--- src/rtl/wdt_pkg.sv ---
package wdt_pkg;
  localparam int W_CNT = 0;
  localparam int W_STS = 1;
  localparam int W_CTL = 2;
  localparam int W_MSG = 3;
  localparam int W_TMO = 4;

  localparam int S1_SWDIN  = 1;
  localparam int S1_SWDOUT = 2;
  localparam int S1_TMO    = 3;
  localparam int S2_SECOND = 1;
  localparam int S2_BOOT   = 2;
  localparam int C1_HALT   = 11;

  localparam logic [15:0] CTL2_RST  = 16'h0008;
  localparam logic [7:0]  SWIRQ_RST = 8'h03;
endpackage

--- src/rtl/wdt_countdown.sv ---
module wdt_countdown #(
  parameter int CNT_W = 10
) (
  input  logic             clk,
  input  logic             rst,
  input  logic             tick_en,
  input  logic             halt,
  input  logic             reload_req,
  input  logic [CNT_W-1:0] load_val,
  output logic [CNT_W-1:0] cnt,
  output logic             expire
);
  localparam logic [CNT_W-1:0] ONE = CNT_W'(1);

  assign expire = tick_en && !halt && !reload_req && (cnt <= ONE);

  always_ff @(posedge clk) begin
    if (rst)                  cnt <= '0;
    else if (reload_req)      cnt <= load_val;
    else if (expire)          cnt <= load_val;
    else if (tick_en && !halt) cnt <= cnt - ONE;
  end

  // one tick removes exactly one count
  p_decrement_r3: assert property (@(posedge clk) disable iff (rst)
    (tick_en && !halt && !reload_req && cnt > ONE) |=> cnt == $past(cnt) - ONE);
  // reload takes the load value
  p_reload_r3: assert property (@(posedge clk) disable iff (rst)
    reload_req |=> cnt == $past(load_val));
  // expiry restarts the count
  p_expire_reload_r4: assert property (@(posedge clk) disable iff (rst)
    expire |=> cnt == $past(load_val));
  // halted counter holds
  p_halt_hold_r7: assert property (@(posedge clk) disable iff (rst)
    (halt && !reload_req) |=> $stable(cnt));
endmodule

--- src/rtl/wdt_status.sv ---
module wdt_status
  import wdt_pkg::*;
(
  input  logic        clk,
  input  logic        rst,
  input  logic        expire,
  input  logic        no_reboot,
  input  logic        din_wr,
  input  logic        dout_wr,
  input  logic [15:0] clr1,
  input  logic [15:0] clr2,
  output logic [15:0] sts1,
  output logic [15:0] sts2,
  output logic        reset_req
);
  logic        second;
  logic [15:0] set1, set2;

  assign second = expire && sts1[S1_TMO];

  always_comb begin
    set1 = '0;
    set2 = '0;
    set1[S1_TMO]    = expire;
    set1[S1_SWDIN]  = din_wr;
    set1[S1_SWDOUT] = dout_wr;
    set2[S2_SECOND] = second;
    set2[S2_BOOT]   = second && no_reboot;
  end

  always_ff @(posedge clk) begin
    if (rst) begin
      sts1      <= '0;
      sts2      <= '0;
      reset_req <= 1'b0;
    end else begin
      sts1      <= (sts1 & ~clr1) | set1;
      sts2      <= (sts2 & ~clr2) | set2;
      reset_req <= second && !no_reboot;
    end
  end

  // request lasts one cycle
  p_pulse_single_r6: assert property (@(posedge clk) disable iff (rst)
    reset_req |=> !reset_req);
  // request only follows an expiry with reboot allowed
  p_blocked_r6: assert property (@(posedge clk) disable iff (rst)
    reset_req |-> ($past(expire) && !$past(no_reboot)));
  // a request comes with the second-timeout flag
  p_second_flag_r5: assert property (@(posedge clk) disable iff (rst)
    reset_req |-> sts2[S2_SECOND]);
  // expiry raises the timeout flag
  p_flag_set_r4: assert property (@(posedge clk) disable iff (rst)
    expire |=> sts1[S1_TMO]);
  // a first expiry leaves status-2 alone
  p_first_only_r5: assert property (@(posedge clk) disable iff (rst)
    (expire && !sts1[S1_TMO] && clr2 == 16'h0) |=> $stable(sts2));
  // cleared bits drop when nothing sets them
  p_w1c_r9: assert property (@(posedge clk) disable iff (rst)
    (clr1 != 16'h0 && !expire && !din_wr && !dout_wr) |=> (sts1 & $past(clr1)) == 16'h0);
endmodule

--- src/rtl/wdt_regblock.sv ---
module wdt_regblock
  import wdt_pkg::*;
#(
  parameter int CNT_W    = 10,
  parameter int MIN_LOAD = 2,
  parameter int ADDR_W   = 3,
  parameter int TMO_RST  = 4
) (
  input  logic              clk,
  input  logic              rst,
  input  logic              tick_en,
  input  logic              no_reboot,
  input  logic              bus_wr,
  input  logic              bus_rd,
  input  logic [ADDR_W-1:0] bus_addr,
  input  logic [3:0]        bus_wstrb,
  input  logic [31:0]       bus_wdata,
  output logic [31:0]       bus_rdata,
  output logic              reset_req
);
  localparam logic [CNT_W-1:0] MIN_V = CNT_W'(MIN_LOAD);

  logic [3:0]       wb0, wb1, wb2, wb3, wb4;
  logic [7:0]       din, dout, msg1, msg2, wdcnt, swirq;
  logic [15:0]      ctrl2, tmo_next;
  logic             halt;
  logic [CNT_W-1:0] tmo, load_val, cnt;
  logic             expire, reload_req, din_wr, dout_wr;
  logic [15:0]      clr1, clr2, sts1, sts2;
  logic [15:0]      ctrl1_view;

  function automatic logic [7:0] merge(input logic en, input logic [7:0] nw, input logic [7:0] old);
    return en ? nw : old;
  endfunction

  always_comb begin
    wb0 = (bus_wr && bus_addr == ADDR_W'(W_CNT)) ? bus_wstrb : 4'h0;
    wb1 = (bus_wr && bus_addr == ADDR_W'(W_STS)) ? bus_wstrb : 4'h0;
    wb2 = (bus_wr && bus_addr == ADDR_W'(W_CTL)) ? bus_wstrb : 4'h0;
    wb3 = (bus_wr && bus_addr == ADDR_W'(W_MSG)) ? bus_wstrb : 4'h0;
    wb4 = (bus_wr && bus_addr == ADDR_W'(W_TMO)) ? bus_wstrb : 4'h0;
  end

  assign reload_req = |wb0[1:0];
  assign din_wr     = wb0[2];
  assign dout_wr    = wb0[3];
  assign clr1 = {wb1[1] ? bus_wdata[15:8]  : 8'h0, wb1[0] ? bus_wdata[7:0]   : 8'h0};
  assign clr2 = {wb1[3] ? bus_wdata[31:24] : 8'h0, wb1[2] ? bus_wdata[23:16] : 8'h0};
  assign tmo_next = {merge(wb4[1], bus_wdata[15:8], 8'(16'(tmo) >> 8)),
                     merge(wb4[0], bus_wdata[7:0],  8'(tmo))};
  assign load_val = (tmo < MIN_V) ? MIN_V : tmo;

  always_ff @(posedge clk) begin
    if (rst) begin
      din   <= '0;
      dout  <= '0;
      halt  <= 1'b0;
      ctrl2 <= CTL2_RST;
      msg1  <= '0;
      msg2  <= '0;
      wdcnt <= '0;
      swirq <= SWIRQ_RST;
      tmo   <= CNT_W'(TMO_RST);
    end else begin
      din   <= merge(wb0[2], bus_wdata[23:16], din);
      dout  <= merge(wb0[3], bus_wdata[31:24], dout);
      if (wb2[1]) halt <= bus_wdata[C1_HALT];
      ctrl2 <= {merge(wb2[3], bus_wdata[31:24], ctrl2[15:8]),
                merge(wb2[2], bus_wdata[23:16], ctrl2[7:0])};
      msg1  <= merge(wb3[0], bus_wdata[7:0],   msg1);
      msg2  <= merge(wb3[1], bus_wdata[15:8],  msg2);
      wdcnt <= merge(wb3[2], bus_wdata[23:16], wdcnt);
      swirq <= merge(wb3[3], bus_wdata[31:24], swirq);
      if (|wb4[1:0]) tmo <= tmo_next[CNT_W-1:0];
    end
  end

  wdt_countdown #(.CNT_W(CNT_W)) u_count (
    .clk(clk), .rst(rst), .tick_en(tick_en), .halt(halt),
    .reload_req(reload_req), .load_val(load_val), .cnt(cnt), .expire(expire)
  );

  wdt_status u_status (
    .clk(clk), .rst(rst), .expire(expire), .no_reboot(no_reboot),
    .din_wr(din_wr), .dout_wr(dout_wr), .clr1(clr1), .clr2(clr2),
    .sts1(sts1), .sts2(sts2), .reset_req(reset_req)
  );

  always_comb begin
    ctrl1_view = '0;
    ctrl1_view[C1_HALT] = halt;
  end

  always_ff @(posedge clk) begin
    if (rst) bus_rdata <= '0;
    else if (bus_rd) begin
      case (int'(bus_addr))
        W_CNT:   bus_rdata <= {dout, din, 16'(cnt)};
        W_STS:   bus_rdata <= {sts2, sts1};
        W_CTL:   bus_rdata <= {ctrl2, ctrl1_view};
        W_MSG:   bus_rdata <= {swirq, wdcnt, msg2, msg1};
        W_TMO:   bus_rdata <= {16'h0, 16'(tmo)};
        default: bus_rdata <= '0;
      endcase
    end
  end

  // a reload never loads below the minimum
  p_min_load_r2: assert property (@(posedge clk) disable iff (rst)
    reload_req |=> cnt >= MIN_V);
endmodule

--- config.mk ---
export PLATFORM = sky130hd
export DESIGN_NAME = wdt_regblock
export DESIGN_NICKNAME = d
export VERILOG_FILES = /design/src/rtl/wdt_pkg.sv /design/src/rtl/wdt_countdown.sv /design/src/rtl/wdt_status.sv /design/src/rtl/wdt_regblock.sv
export SDC_FILE = /design/constraint.sdc
export NUM_CORES = 1
export LEC_CHECK = 0
export ABC_AREA = 1
export BUFFER_PORTS_ARGS = -buffer_cell sky130_fd_sc_hd__buf_2
export CELL_PAD_IN_SITES_DETAIL_PLACEMENT = 0
export CELL_PAD_IN_SITES_GLOBAL_PLACEMENT = 1
export CORE_MARGIN = 2
export CORE_UTILIZATION = 38
export DETAILED_ROUTE_END_ITERATION = 12
export PLACE_DENSITY_LB_ADDON = 0.15
export SLEW_MARGIN = 25
export SYNTH_ARGS = -nofsm -noshare
export SYNTH_HDL_FRONTEND = slang
export SYNTH_SLANG_ARGS = --single-unit
--- constraint.sdc ---
create_clock -name clk -period 1.6 [get_ports clk]
set_input_delay 0.08 -clock clk [delete_from_list [all_inputs] [get_ports clk]]
set_output_delay 0.08 -clock clk [all_outputs]
set_load 0.05 [all_outputs]
==> summary.md, run 1 <==
| Metric | Value |
|---|---|
| Area contributors post-synth | dfxtp_1 47%, nand2_1 12%, a21oi_1 6.8%, o21ai_0 6.5%, nor2_1 4.6% |
| Multi-input logic area | a little under 3000 um2 |
| Drt pass-1 iters | 9 |
| Asr flop ratio synth | 0% |
| Max transition margin | 71.8% |
| Rows | 47 |
| Die area | 17800 um2 |
| Dpl cells | around 1100 |
| Final Total Pwr | between 8 and 9 mW |
| Most common cell in the netlist | nand2_1 |
| Delay-heaviest family, CP | simple AND/OR/NAND/NOR gates |
| Fmax | 650 MHz |
| Final nets | 1028 |
| Die width | 133 um |
| Cells on Worst Hold Path | 3 |
| First-pass GRT wire length | 32200 um |
| Clock Sinks | 150 |
| Global-route usage over all layers | between 20 and 25% |
| Count of non-filler cells in the finished layout | 1214 |
| Slew @ Worst Pin | 422 ps |
| Crit end category | register |
| Lkg Pwr | 3.19 nW |
| Maxcap violations | 0 |
| Arrival @ worst endpoint | 1840 ps |
| Sum Neg Setup Slack | 0 ps |
| Clock-pin slew on the worst setup and hold paths | about 60 ps |
| Warnings, synthesis | 0 |
| Core area | between 15000 and 20000 um2 |
| Global placement routability congestion | 0.875 |
| Largest area contributor in the netlist | dfxtp_1 |
| Final Hold Vio Count | 0 |
| Final WL | 19900 um |
| Area Overhead vs Synth | 28.4% |
| Worst path cell trace | inv_2, ha_1, nor2_1, nor2_2, nand3_4, o21bai_4, nand2_1, o21ai_0, a21oi_1 |
| Clk buf depth | 2 |
| Initial antenna violation count | 0 |
| Max-slew violations | 0 |
| Slowest cell delay on critical path | 330 ps |
| Setup repair after global routing missed its margin | true |
| IO Pins | 78 |
| Tmin final | between 1500 and 2000 ps |
| Combinational share of power | between 10% and 20% |
| Setup CP Type | reg2reg |
| Cells after synthesis | 862 |
| Required @ worst endpoint | around 1900 ps |
| Wire per inst | approximately 16 um |
| Worst Skew | 9.86 ps |
| Final worst-path cycle share | a little over nine tenths |
| Synth cell types | 32 |
| Clk Tree Root Cell | clkbuf_16 |
| Worst hold slack | 72.2 ps |
| Post-place setup slack | -43.0 ps |
| Status | finished, final reports clean |
| # port buffers | slightly below 80 |
| Smallest setup slack after layout | just over 60 ps |
| Syn_nets | 909 |
| R2R depth | 9 |
| Post-synth top flop | dfxtp_1 |
| Vert. Die Dim | 133 um |
| Syn_area_per_cell | 7.38 um2 |
| Sw power | 2.41 mW |
| Post-synth top area share | about 47% |
| Detailed Route Iter0 Violations | approximately 450 |
| DRC | 0 |
| Sw frac | 26.8% |
| Top cells by count, synth | 207 x nand2_1, 150 x dfxtp_1, 86 x a21oi_1, 82 x o21ai_0, 78 x nor2_1 |
| Post-synthesis instance area | 6360 um2 |
| Vias in the first global route | 6072 |
| CTS tree | done |
| Synth Register Bits | 150 |
| CTS buffer count | 17 |
| Internal power | between 6 and 7 mW |
| Via density | 5.20 |
| Post-synth EDFFs | 0 |
| Clock Power Share | 43.8% |
| H-tree depth | 4 |
| Share of power burned in registers | a little over two fifths |
| Max FO, Critical Path | 5 |
| DRT antenna net count | 0 |
| Vias | 6307 |
| Worst IR drop on VDD | between 0.8 and 0.9 mV |
| Worst min path class | in2reg |
| Fraction of layout cells with a size suffix above 1 | between 10% and 20% |
| Largest net degree at the start of global routing | 83 |
| Diode count | 0 |
| Slowest cell on the critical path | dfxtp_2 |
| Sequential share of the synthesized area | 47.2% |
| Initial Util | 38.6% |
| Final setup fails | 0 |
| Post-DP HPWL | 12800 um |
| FILL cells | around 1600 |
| Critical Path Stages | 9 |
| Worst-Skew Late Latency | 430 ps |
| FF+latch area | 3000 um2 |
| Worst path buffer plus inverter count | 1 |
| Grt total ovfl | 0 |
| Startpoint types | register |
| PD cells | about 1100 nW/um2 |
-- cell families after synthesis --
family,after synthesis,synth area share [%]
compound gates,221,19.6
buf+inv,128,8.26
xor+xnor,5,0.689
flops,150,47.2
fa+ha+maj,2,0.393
simple gates,356,23.8
-- cells in the final DEF (no fill, tap or decap), drive strengths merged --
| cell type | n |
|---|---|
| a21oi | 86 |
| a311oi | 19 |
| a31oi | 9 |
| buf | 110 |
| bufinv | 2 |
| clkbuf | 19 |
| clkinv | 6 |
| clkinvlp | 5 |
| dfxtp | 150 |
| dlygate4sd3 | 36 |
| ha | 2 |
| inv | 81 |
| nand2 | 210 |
| nand3 | 45 |
| nand4 | 12 |
| nor2 | 85 |
| nor3 | 4 |
| o2111ai | 8 |
| o211ai | 1 |
| o21ai | 88 |
| o21bai | 2 |
| o22ai | 9 |
| xor2 | 5 |
-- through the flow --
stage	area, um2	util (%)
after floorplan	6360	-
after global placement	7150	43.4
after detailed placement	7150	43.4
after CTS	8130	49.4
after global routing	8160	49.6
final	8160	49.6
-- layout make-up --
class	instances	share of cell area (%)
timing repair buffer	146	13.5
sequential	150	36.8
clock inverter	13	1.61
multi-input combinational	585	35.5
inverter	81	3.75
clock buffer	19	5.43
tap	220	3.37
-- state kept, by name, summed over array words and instances, names as in the netlist, 10 cells and up --
signal         cells
u_status.sts1     16
u_count.cnt       10
ctrl2             16
bus_rdata         32
u_status.sts2     16
tmo               10
-- timing repair --
item	in CTS	in global routing
gates resized for setup	6	9
hold buffers	36	0
setup endpoints to repair	10	13
endpoints found under the hold margin	101	0
buffers inserted	2	0
pin swaps	5	3
cloned	1	0
-- final timing paths --
path	start	to	slack, ps
setup reg to reg	u_count.cnt[1]$_SDFFE_PP0P_	u_count.cnt[4]$_SDFFE_PP0P_	60
hold reg to reg	u_status.sts1[10]$_SDFF_PP0_	u_status.sts1[10]$_SDFF_PP0_	440
hold / removal	bus_wr	halt$_SDFFE_PP0P_	70
setup / recovery	u_count.cnt[1]$_SDFFE_PP0P_	u_count.cnt[4]$_SDFFE_PP0P_	60
-- worst reg2reg max path, cell delays in order (launching register included) --
cell,delay (ps)
dfxtp_2,330
inv_2,90
ha_1,150
nor2_1,50
nor2_2,140
nand3_4,150
o21bai_4,230
nand2_1,90
o21ai_0,80
a21oi_1,100
-- power by group through the flow --
stage	Sequential [mW]	Clock, mW	Combinational, mW
floorplan	3.98	0	0.605
global placement	3.97	0	0.986
detailed placement	3.97	0	0.993
CTS	3.88	4.01	1.11
global route	3.90	4.18	1.29
finish	3.89	3.93	1.17
-- routing by layer --
layer  wire length (um)  track usage (%)  part of all wire [%]
met1               8990             30.3                    45
met2               9580             37.8                    48
met3                889             4.45                   4.5
met4                456             8.69                   2.3
met5                  0                0                     0
No activity file was read; power rests on OpenSTA's default activity.
==> inputs of run 2 (changes only) <==
--- a/config.mk
+++ b/config.mk
@@ -9,6 +9,7 @@
 export BUFFER_PORTS_ARGS = -buffer_cell sky130_fd_sc_hd__buf_2
 export CELL_PAD_IN_SITES_DETAIL_PLACEMENT = 0
 export CELL_PAD_IN_SITES_GLOBAL_PLACEMENT = 1
+export CORE_ASPECT_RATIO = 1.1
 export CORE_MARGIN = 2
 export CORE_UTILIZATION = 38
 export DETAILED_ROUTE_END_ITERATION = 12
==> summary.md, run 2 (synthesis results as in run 1) <==
| Metric | Value |
|---|---|
| Status | finished, final reports clean (unchanged) |
| Worst r2r src | u_count.cnt[0]$_SDFFE_PP0P_ (was u_count.cnt[1]$_SDFFE_PP0P_) |
| Post-DP HPWL | 13200 um (was 12800 um) |
| Grt total ovfl | 0 (unchanged) |
| Share of power burned in registers | 41.1% (was 43.2%) |
| Setup CP Type | reg2reg (unchanged) |
| R2R depth | 10 (was 9) |
| Final Hold Vio Count | 0 (unchanged) |
| CTS buffer count | 17 (unchanged) |
| Required @ worst endpoint | 1970 ps (was 1910 ps) |
| Worst Skew | 6.12 ps (was 9.86 ps) |
| Tmin final | 1500 ps (was 1540 ps) |
| Vias in the first global route | 6155 (was 6072) |
| Final worst-path cycle share | 93.7% (was 96.1%) |
| Final nets | 1028 (unchanged) |
| Clk buf depth | 2 (unchanged) |
| First-pass GRT wire length | 31900 um (was 32200 um) |
| Hold Crit Start | bus_wr (unchanged) |
| Sw frac | 25.5% (was 26.8%) |
| Clock-pin slew on the worst setup and hold paths | 60 ps (about the same) |
| Most common cell after layout, fill and taps aside | nand2_1 (unchanged) |
| Vias | 6277 (was 6307) |
| Via density | 5.24 (was 5.20) |
| Slowest cell delay on critical path | 320 ps (was 330 ps) |
| Max-slew violations | 0 (unchanged) |
| IO Pins | 78 (unchanged) |
| Max FO, Critical Path | 3 (was 5) |
| Sw power | 2.41 mW (about the same) |
| DRC | 0 (unchanged) |
| Core area | 16400 um2 (was 16500 um2) |
| Slowest cell on the critical path | dfxtp_2 (unchanged) |
| Max transition margin | 68.3% (was 71.8%) |
| Worst min path class | in2reg (unchanged) |
| Smallest setup slack after layout | 101 ps (was 61.8 ps) |
| Startpoint types | register (unchanged) |
| Fmax | 667 MHz (was 650 MHz) |
| Initial Util | 38.8% (was 38.6%) |
| Area Overhead vs Synth | 29.0% (was 28.4%) |
| Final setup fails | 0 (unchanged) |
| # port buffers | 77 (unchanged) |
| Lkg Pwr | 3.22 nW (was 3.19 nW) |
| Fraction of layout cells with a size suffix above 1 | 18.4% (was 18.0%) |
| Arrival @ worst endpoint | 1870 ps (was 1840 ps) |
| Internal power | 7.05 mW (was 6.58 mW) |
| M2 GR Usage | 38.9% (was 37.8%) |
| Vert. Die Dim | 140 um (was 133 um) |
| Largest Register | bus_rdata (unchanged) |
| Commonest non-fill, non-tap cells in the layout | 206 x nand2_1, 148 x dfxtp_1, 85 x a21oi_1 (was 206 x nand2_1, 149 x dfxtp_1, 85 x a21oi_1) |
| Setup repair after global routing missed its margin | true (unchanged) |
| Clock Power Share | 46.2% (was 43.8%) |
| CTS tree | done (unchanged) |
| Diode count | 0 (unchanged) |
| Worst hold slack | 55.3 ps (was 72.2 ps) |
| Die area | 17800 um2 (about the same) |
| Worst path cell trace | inv_1, ha_2, buf_4, nand3_1, nor2_1, xor2_1, nand3_1, nand3_1, nand2_1, inv_1 (was inv_2, ha_1, nor2_1, nor2_2, nand3_4, o21bai_4, nand2_1, o21ai_0, a21oi_1) |
| Global placement routability congestion | 0.882 (was 0.875) |
| Final WL | 19900 um (about the same) |
| FILL cells | 1633 (was 1645) |
| Grt met3 use | 3.65% (was 4.45%) |
| Peak-usage layer in the global routing report | met2 (unchanged) |
| M1 GR Usage | 28.7% (was 30.3%) |
| Drt pass-1 iters | 6 (was 9) |
| Cells on Worst Hold Path | 3 (unchanged) |
| Worst IR drop on VDD | 0.699 mV (was 0.805 mV) |
| Crit end category | register (unchanged) |
| Post-place setup slack | -38.2 ps (was -43.0 ps) |
| Wire per inst | 16.6 um (was 16.4 um) |
| Initial antenna violation count | 0 (unchanged) |
| Maxcap violations | 0 (unchanged) |
| Placed Area | 7120 um2 (was 7150 um2) |
| Combinational share of power | 12.6% (was 13.0%) |
| H-tree depth | 4 (unchanged) |
| Largest register FFs | 32 (unchanged) |
| Rows | 49 (was 47) |
| Finished layout cell area | 8200 um2 (was 8160 um2) |
| Largest net degree at the start of global routing | 83 (unchanged) |
| PD cells | 1150 nW/um2 (was 1100 nW/um2) |
| Clock Sinks | 150 (unchanged) |
| Detailed Route Iter0 Violations | 484 (was 452) |
| Worst-Skew Late Latency | 420 ps (was 430 ps) |
| DRT antenna net count | 0 (unchanged) |
| Die width | 127 um (was 133 um) |
| Clk Tree Root Cell | clkbuf_16 (unchanged) |
| Slew @ Worst Pin | 475 ps (was 422 ps) |
| CP Launch Point | u_count.cnt[0]$_SDFFE_PP0P_ (was u_count.cnt[1]$_SDFFE_PP0P_) |
| Crit-path most repeated cell | nand3_1 |
| Global-route usage over all layers | 22.9% (was 23.1%) |
[run 2: cell count changes in the layout (fill, tap and decap cells not counted), moves of 2 or more]
cell / previous run / this run
clkinvlp_4: 5 / 2
dlygate4sd3_1: 36 / 34
o21ai_1: 6 / 8
clkinv_4: 0 / 2
buf_12: 9 / 7
o21ai_0: 82 / 80
clkinv_2: 5 / 1
clkbuf_8: 1 / 4
buf_4: 24 / 28
bufinv_16: 2 / 4
[run 2: power by group through the flow]
stage               registers, mW  logic [mW]  clock network, mW
finish                       3.89        1.20               4.38
global route                 3.90        1.32               4.63
CTS                          3.89        1.10               4.45
detailed placement           3.97       0.990                  0
global placement             3.97       0.986                  0
floorplan                    3.98       0.605                  0
[run 2: path summary, 6_finish.rpt]
kind | slack [ps] | to
max | 100 | u_count.cnt[8]$_SDFFE_PP0P_
min reg2reg | 440 | u_status.sts2[14]$_SDFF_PP0_
max reg2reg | 100 | u_count.cnt[8]$_SDFFE_PP0P_
min | 60 | halt$_SDFFE_PP0P_
[run 2: critical path, delay by kind of cell (launching register included)]
kind,cells,cell delay [ps]
adder cells (fa/ha/maj),1,180
flip-flops,1,320
AND/OR/NAND/NOR,5,540
XOR/XNOR,1,160
buffers and inverters,3,240
[run 2: layout make-up]
type,count,area (um2),share of cell area [%]
Timing Repair Buffer,146,1080,13.1
Clock inverter,10,166,2.03
Tap cell,204,255,3.11
Sequential cell,150,3010,36.6
Inverter,81,307,3.74
Clock buffer,22,484,5.90
Multi-Input combinational cell,585,2910,35.5
[run 2: timing repair]
action | in CTS | in global routing
buffers inserted | 1 | 1
gates cloned | 1 | 0
hold endpoints to repair | 100 | 0
pin swaps | 3 | 3
gates resized for setup | 3 | 18
hold buffers | 34 | 0
endpoints found under the setup margin | 8 | 13
[run 2: metal layers]
metal | routed length, um | up-vias
met2 | 9860 | 166
met1 | 8660 | 2968
met4 | 460 | 0
met5 | 0 | -
met3 | 888 | 37
li1 | - | 3106
[run 2: stage by stage]
step / instances / TNS (ps) / util, % / power (mW)
floorplan: 862 / 0 / - / 4.59
global placement: 1129 / 0 / 43.5 / 4.95
detailed placement: 1129 / -130 / 43.5 / 4.96
CTS: 1197 / 0 / 49.7 / 9.44
global route: 1198 / -23.8 / 50.1 / 9.85
finish: 1198 / 0 / 50.1 / 9.47
